===== config.mk =====
export PLATFORM = sky130hd
export DESIGN_NAME = pwm4_prescaled
export DESIGN_NICKNAME = d
export VERILOG_FILES = /design/src/rtl/pwm4_pkg.sv /design/src/rtl/pwm4_regs.sv /design/src/rtl/pwm4_prescaler.sv /design/src/rtl/pwm4_channel.sv /design/src/rtl/pwm4_prescaled.sv
export SDC_FILE = /design/constraint.sdc
export NUM_CORES = 1
export LEC_CHECK = 0
export CAP_MARGIN = 20
export CORE_ASPECT_RATIO = 1.4
export CORE_MARGIN = 3
export CORE_UTILIZATION = 25
export CTS_CLUSTER_SIZE = 30
export DETAILED_ROUTE_END_ITERATION = 10
export DONT_BUFFER_PORTS = 1
export SLEW_MARGIN = 0
export SYNTH_ARGS = -nofsm -noshare
export SYNTH_HDL_FRONTEND = slang
export SYNTH_SLANG_ARGS = --single-unit
export TNS_END_PERCENT = 100

===== constraint.sdc =====
create_clock -name clk -period 3.1 [get_ports clk]
set_input_delay 0.465 -clock clk [delete_from_list [all_inputs] [get_ports clk]]
set_output_delay 0.465 -clock clk [all_outputs]
set_load 0.02 [all_outputs]

===== src/rtl/pwm4_pkg.sv =====
`timescale 1ns/1ps
package pwm4_pkg;

    localparam int NUM_CH  = 4;   // channel count
    localparam int DATA_W  = 32;  // register width
    localparam int CNT_W   = 16;  // period / high-time counter width
    localparam int PSC_W   = 2;   // divide-code width per channel
    localparam int STAGE_W = 3;   // each divide stage is 2**STAGE_W
    localparam int NSTAGE  = (1 << PSC_W) - 1;

    typedef enum logic [PSC_W-1:0] {
        PSC_BYPASS = 2'd0,
        PSC_DIV8   = 2'd1,
        PSC_DIV64  = 2'd2,
        PSC_DIV512 = 2'd3
    } psc_sel_e;

    typedef struct packed {
        logic [CNT_W-1:0] duty;
        logic [CNT_W-1:0] tbase;
    } ch_cfg_t;

    typedef struct packed {
        psc_sel_e psc;
        ch_cfg_t  cfg;
    } ch_active_t;

    // control word: run bits first, then one divide code per channel
    function automatic int ctrl_width(int n);
        return n + PSC_W * n;
    endfunction

    function automatic int psc_lsb(int n, int ch);
        return n + PSC_W * ch;
    endfunction

endpackage


===== src/rtl/pwm4_regs.sv =====
`timescale 1ns/1ps
module pwm4_regs
    import pwm4_pkg::*;
#(
    parameter int N  = NUM_CH,
    parameter int AW = 8
) (
    input  logic                         clk,
    input  logic                         rst,
    input  logic                         wr,
    input  logic [AW-1:0]                addr,
    input  logic [DATA_W-1:0]            wdata,
    output logic [DATA_W-1:0]            rdata,
    output logic [ctrl_width(N)-1:0]     ctrl_q,
    output ch_cfg_t [N-1:0]              cfg_q
);
    localparam int CTRL_W = ctrl_width(N);
    localparam int IDX_W  = AW - 2;

    logic             aligned;
    logic [IDX_W-1:0] idx;

    assign aligned = (addr[1:0] == 2'b00);
    assign idx     = addr[AW-1:2];

    always_ff @(posedge clk) begin
        if (rst) begin
            ctrl_q <= '0;
            cfg_q  <= '0;
        end else if (wr && aligned) begin
            if (idx == '0)
                ctrl_q <= wdata[CTRL_W-1:0];
            for (int ch = 0; ch < N; ch++) begin
                if (idx == IDX_W'(ch + 1))
                    cfg_q[ch] <= wdata;
            end
        end
    end

    always_comb begin
        rdata = '0;
        if (aligned) begin
            if (idx == '0)
                rdata[CTRL_W-1:0] = ctrl_q;
            for (int ch = 0; ch < N; ch++) begin
                if (idx == IDX_W'(ch + 1))
                    rdata = cfg_q[ch];
            end
        end
    end

endmodule


===== src/rtl/pwm4_prescaler.sv =====
`timescale 1ns/1ps
module pwm4_prescaler
    import pwm4_pkg::*;
#(
    parameter int SW = STAGE_W,
    parameter int NS = NSTAGE
) (
    input  logic     clk,
    input  logic     rst,
    input  logic     clear,
    input  psc_sel_e sel,
    output logic     tick
);
    localparam logic [SW-1:0] TOP = '1;

    logic [PSC_W-1:0] sel_bits;
    logic [SW-1:0]    stg_q [NS];
    logic [NS-1:0]    active;
    logic [NS-1:0]    at_top;
    logic [NS:0]      carry;   // carry[k]: every stage below k is at its top

    assign sel_bits = sel;

    always_comb begin
        carry[0] = 1'b1;
        for (int k = 0; k < NS; k++) begin
            active[k]    = (int'(sel_bits) > k);
            at_top[k]    = !active[k] || (stg_q[k] == TOP);
            carry[k + 1] = carry[k] && at_top[k];
        end
    end

    assign tick = carry[NS];

    always_ff @(posedge clk) begin
        for (int k = 0; k < NS; k++) begin
            if (rst || clear)
                stg_q[k] <= '0;
            else if (active[k] && carry[k])
                stg_q[k] <= stg_q[k] + 1'b1;
        end
    end

endmodule


===== src/rtl/pwm4_channel.sv =====
`timescale 1ns/1ps
module pwm4_channel
    import pwm4_pkg::*;
(
    input  logic     clk,
    input  logic     rst,
    input  logic     en,
    input  psc_sel_e psc_new,
    input  ch_cfg_t  cfg_new,
    output logic     pwm_o
);
    logic             run_q;
    logic [CNT_W-1:0] cnt_q;
    ch_active_t       act_q;
    logic             tick;
    logic             psc_clear;
    logic [CNT_W-1:0] last;
    logic             wrap;

    // period field 0 wraps to 16'hFFFF here, giving a 65536-tick period
    assign last      = act_q.cfg.tbase - CNT_W'(1);
    assign wrap      = (cnt_q == last);
    assign psc_clear = !(run_q && en);

    pwm4_prescaler u_psc (
        .clk   (clk),
        .rst   (rst),
        .clear (psc_clear),
        .sel   (act_q.psc),
        .tick  (tick)
    );

    always_ff @(posedge clk) begin
        if (rst) begin
            run_q <= 1'b0;
            cnt_q <= '0;
            act_q <= '0;
        end else if (!en) begin
            run_q <= 1'b0;
            cnt_q <= '0;
        end else if (!run_q) begin
            run_q <= 1'b1;
            cnt_q <= '0;
            act_q <= '{psc: psc_new, cfg: cfg_new};
        end else if (tick) begin
            if (wrap) begin
                cnt_q <= '0;
                act_q <= '{psc: psc_new, cfg: cfg_new};
            end else begin
                cnt_q <= cnt_q + 1'b1;
            end
        end
    end

    assign pwm_o = run_q && (cnt_q < act_q.cfg.duty);

endmodule


===== src/rtl/pwm4_prescaled.sv =====
`timescale 1ns/1ps
module pwm4_prescaled
    import pwm4_pkg::*;
#(
    parameter int NUM_CH_P = NUM_CH,
    parameter int ADDR_W   = 8
) (
    input  logic                clk,
    input  logic                rst,
    input  logic                bus_wr,
    input  logic [ADDR_W-1:0]   bus_addr,
    input  logic [DATA_W-1:0]   bus_wdata,
    output logic [DATA_W-1:0]   bus_rdata,
    output logic [NUM_CH_P-1:0] pwm_out
);
    localparam int CTRL_W = ctrl_width(NUM_CH_P);

    logic [CTRL_W-1:0]      ctrl_q;
    ch_cfg_t [NUM_CH_P-1:0] cfg_q;

    pwm4_regs #(
        .N  (NUM_CH_P),
        .AW (ADDR_W)
    ) u_regs (
        .clk    (clk),
        .rst    (rst),
        .wr     (bus_wr),
        .addr   (bus_addr),
        .wdata  (bus_wdata),
        .rdata  (bus_rdata),
        .ctrl_q (ctrl_q),
        .cfg_q  (cfg_q)
    );

    for (genvar ch = 0; ch < NUM_CH_P; ch++) begin : g_ch
        psc_sel_e psc_sel;
        assign psc_sel = psc_sel_e'(ctrl_q[psc_lsb(NUM_CH_P, ch) +: PSC_W]);

        pwm4_channel u_ch (
            .clk     (clk),
            .rst     (rst),
            .en      (ctrl_q[ch]),
            .psc_new (psc_sel),
            .cfg_new (cfg_q[ch]),
            .pwm_o   (pwm_out[ch])
        );
    end

endmodule


==> impl_metrics.env <==
export IMPL_run_status="finished with violations"
export IMPL_violations="setup timing"
export IMPL_floorplan_rows=124
export IMPL_dr_wl_met2_mm=31.3
export IMPL_worst_clock_skew_ps=22.1
export IMPL_slew_violations=0
export IMPL_grt_max_degree=417
export IMPL_max_cap_violations=0
export IMPL_synth_compound_gate_area_share_pct=11.1
export IMPL_synth_xor_xnor_area_share_pct=5.52
export IMPL_edff_count_synth=36
export IMPL_synthArstFlopShare_pct=0
export IMPL_timing_final_hold_violations=0
export IMPL_htree_levels=2
export IMPL_initial_utilization_pct=25.3
export IMPL_achievable_freq_mhz=320
export IMPL_drt_iter0_markers=1272
export IMPL_power_density_nw_per_um2=402
export IMPL_synth_top_flop_cell="dfxtp_1"
export IMPL_avgRoutedWirePerCell_um=18.2
export IMPL_synth_area_mux_share_pct=8.38
export IMPL_post_route_min_period_ps=3130
export IMPL_grt_antenna_before_repair=0
export IMPL_relSlewSlack_pct=35.8
export IMPL_netlist_area_leader_share_pct=33.1
export IMPL_grt_first_pass_wirelength_mm=97.5
export IMPL_synth_simple_area_share_pct=26.1
export IMPL_highest_signal_layer="met4"
export IMPL_vias=17000
export IMPL_post_synth_cell_area_avg_um2=8.45
export IMPL_fill_cells=8614
export IMPL_clockBufferDepth=3
export IMPL_nets=2599
export IMPL_setup_viol=16
export IMPL_numCtsBuffers=38
export IMPL_area_delta_synth_final_pct=15.2
export IMPL_cp_max_fo=5
export IMPL_dr_wl_met3_mm=3.28
export IMPL_numPortBuffers=0
export IMPL_ant_nets=0
export IMPL_tightest_slew_ps=963
export IMPL_synth_cell_area_um2=20800
export IMPL_setup_worst_path_start_class="flop"
export IMPL_dp_final_hpwl_mm=47.4
export IMPL_synth_largest_area_cell="dfxtp_1"
export IMPL_antenna_cells=0
export IMPL_yosysWarnings=0
export IMPL_first_global_vias=16400
export IMPL_drt_pass1_iter_count=5
export IMPL_synth_fa_ha_area_share_pct=5.54
export IMPL_grt_setup_unrepaired="yes"
export IMPL_final_period_utilization_pct=101
export IMPL_grt_overflow_total=0
export IMPL_tightest_hold_margin_ps=32.3
export IMPL_yosysMostFrequentCell="nand2_1"
export IMPL_ys_top_cells_by_area="dfxtp_1 33%, nand2b_1 8.5%, mux2i_1 6.6%, nand2_1 6.6%, ha_1 5.5%"
export IMPL_clk_latency_ps=560
export IMPL_floorplan_io_pins=79
export IMPL_final_layout_size_suffix_gt1_share_pct=10.4
export IMPL_tritoncts="yes"
export IMPL_synth_ff_latch_count=380
export IMPL_clkTransAtPathRegs_ps=70
export IMPL_cts_root_buffer_cell="clkbuf_16"
export IMPL_mapped_nets=2595
export IMPL_finalWorstSetupSlack_ps=-26.0
export IMPL_die_height_um=347
export IMPL_clock_sinks=380
export IMPL_finish_utilization_pct=29.2
export IMPL_wl_mm=64.9
export IMPL_drt_met1_wl_mm=25.6
export IMPL_drcViolationCount=0
export IMPL_worstPathRequired_ps=3570
export IMPL_core_um2=82100
export IMPL_fp_dieW_um=250
export IMPL_dominant_combinational_cell_family_by_area_after_synthesis="simple AND/OR/NAND/NOR gates"
export IMPL_synth_top_cells_by_count="366 x nand2_1, 344 x dfxtp_1, 283 x nand2b_1, 197 x a21oi_1, 148 x nor2_1"
export IMPL_place_congestion=0.902
export IMPL_critical_path_class="flop to flop"
export IMPL_leakage_uw=0.00800
export IMPL_postSynthCellCount=2460
export IMPL_synth_unique_cells=73
export IMPL_design_die_area_um2=86600
export IMPL_hp_class="primary input to flop"
export IMPL_worst_setup_path_end_kind="flop"
export IMPL_grt_total_usage_pct=14.3
export IMPL_yosysSeqAreaShare_pct=38.4
export IMPL_max_rail_drop_vdd_mv=0.311
export IMPL_critPathArrivalTime_ps=3600
export IMPL_via_per_inst=4.77
==> registers in the layout, summed over array words and instances, names as in the netlist <==
register	cells
g_ch.u_ch.act_q	136
u_regs.cfg_q	128
g_ch.u_ch.cnt_q	64
g_ch.u_ch.run_q	4
g_ch.u_ch.u_psc.stg_q	36
u_regs.ctrl_q	12
==> metrics by stage <==
stage | power, uW | worst slack [ps] | std cells | instance area, um^2 | TNS, ps
floorplan | 5210 | 81.1 | 2460 | 20800 | 0
global placement | 5160 | 25.3 | 3479 | 22300 | 0
detailed placement | 5160 | -7.02 | 3479 | 22300 | -7.02
CTS | 9720 | -11.3 | 3546 | 23500 | -11.3
global route | 9880 | -96.1 | 3562 | 23900 | -2650
finish | 9620 | -26.0 | 3562 | 23900 | -140
==> layer usage <==
metal	vias up	GRT usage (%)
met5	-	0
met4	0	9.24
met3	152	2.76
met2	397	24.6
met1	8050	16.1
li1	8397	-
==> worst paths after layout <==
kind                                            from                                   to  slack, ps  cells past startpoint
setup / recovery  g_ch[0].u_ch.act_q[1]$_SDFFE_PP0P_  g_ch[0].u_ch.act_q[15]$_SDFFE_PP0P_        -30                     10
hold / removal                         bus_wdata[12]       u_regs.cfg_q[108]$_SDFFE_PP0P_         30                      2
setup reg to reg  g_ch[0].u_ch.act_q[1]$_SDFFE_PP0P_  g_ch[0].u_ch.act_q[15]$_SDFFE_PP0P_        -30                     10
hold reg to reg        u_regs.cfg_q[91]$_SDFFE_PP0P_        u_regs.cfg_q[91]$_SDFFE_PP0P_        470                      2
==> worst max-delay path, cell delays in order, from the launching register on <==
cell and delay [ps]:
dfxtp_2 330, buf_6 120, or2_4 240, or4_1 500, a311o_1 340, a311oi_1 290
or4b_4 530, a21boi_4 180, buf_6 160, buf_12 130, mux2i_2 220
==> power by group <==
group / internal, uW / switching, uW / leakage, uW
sequential: 4950 / 2.26 / 0.00322
clock: 2510 / 2060 / 0.000591
combinational: 69.8 / 34.8 / 0.00419
total: 7520 / 2090 / 0.00800
==> kinds of logic after synthesis <==
| kind of cell | Yosys count |
|---|---|
| AO/OA/AOI/OAI | 371 |
| XOR/XNOR | 131 |
| adder cells (fa/ha/maj) | 92 |
| buffers and inverters | 245 |
| flip-flops | 380 |
| multiplexers | 170 |
| AND/OR/NAND/NOR | 1071 |
==> what timing repair did <==
item | CTS | global route
buffers inserted | 0 | 8
pin swaps | 1 | 13
resized for setup | 4 | 38
cloned | 0 | 7
setup endpoints to repair | 36 | 117
hold buffers | 0 | 1
endpoints found under the hold margin | 0 | 1
==> layout make-up <==
type / count / area [um^2] / share of cell area (%)
clock inverter: 17 / 136 / 0.570
inverter: 94 / 353 / 1.47
sequential: 380 / 7980 / 33.3
tap: 1071 / 1340 / 5.60
timing repair buffer: 115 / 1100 / 4.61
multi-input combinational: 1835 / 12000 / 50.0
clock buffer: 50 / 1060 / 4.42
==> placed cells by master (no fill, tap or decap), types with 22 or more instances in the layout <==
cell / count
nor2_1: 147
clkbuf_16: 45
nand3_1: 22
edfxtp_1: 36
ha_1: 90
dfxtp_1: 338
xor2_1: 64
nand2b_1: 283
nand4_1: 40
and2_1: 31
xnor2_1: 67
a22oi_1: 23
buf_4: 95
nand2_1: 366
a21oi_1: 195
o21ai_0: 29
nor3_1: 67
a21o_1: 23
mux2i_1: 137
mux2_2: 32
inv_1: 91
Note: power is estimated with default switching activity, not from simulation.
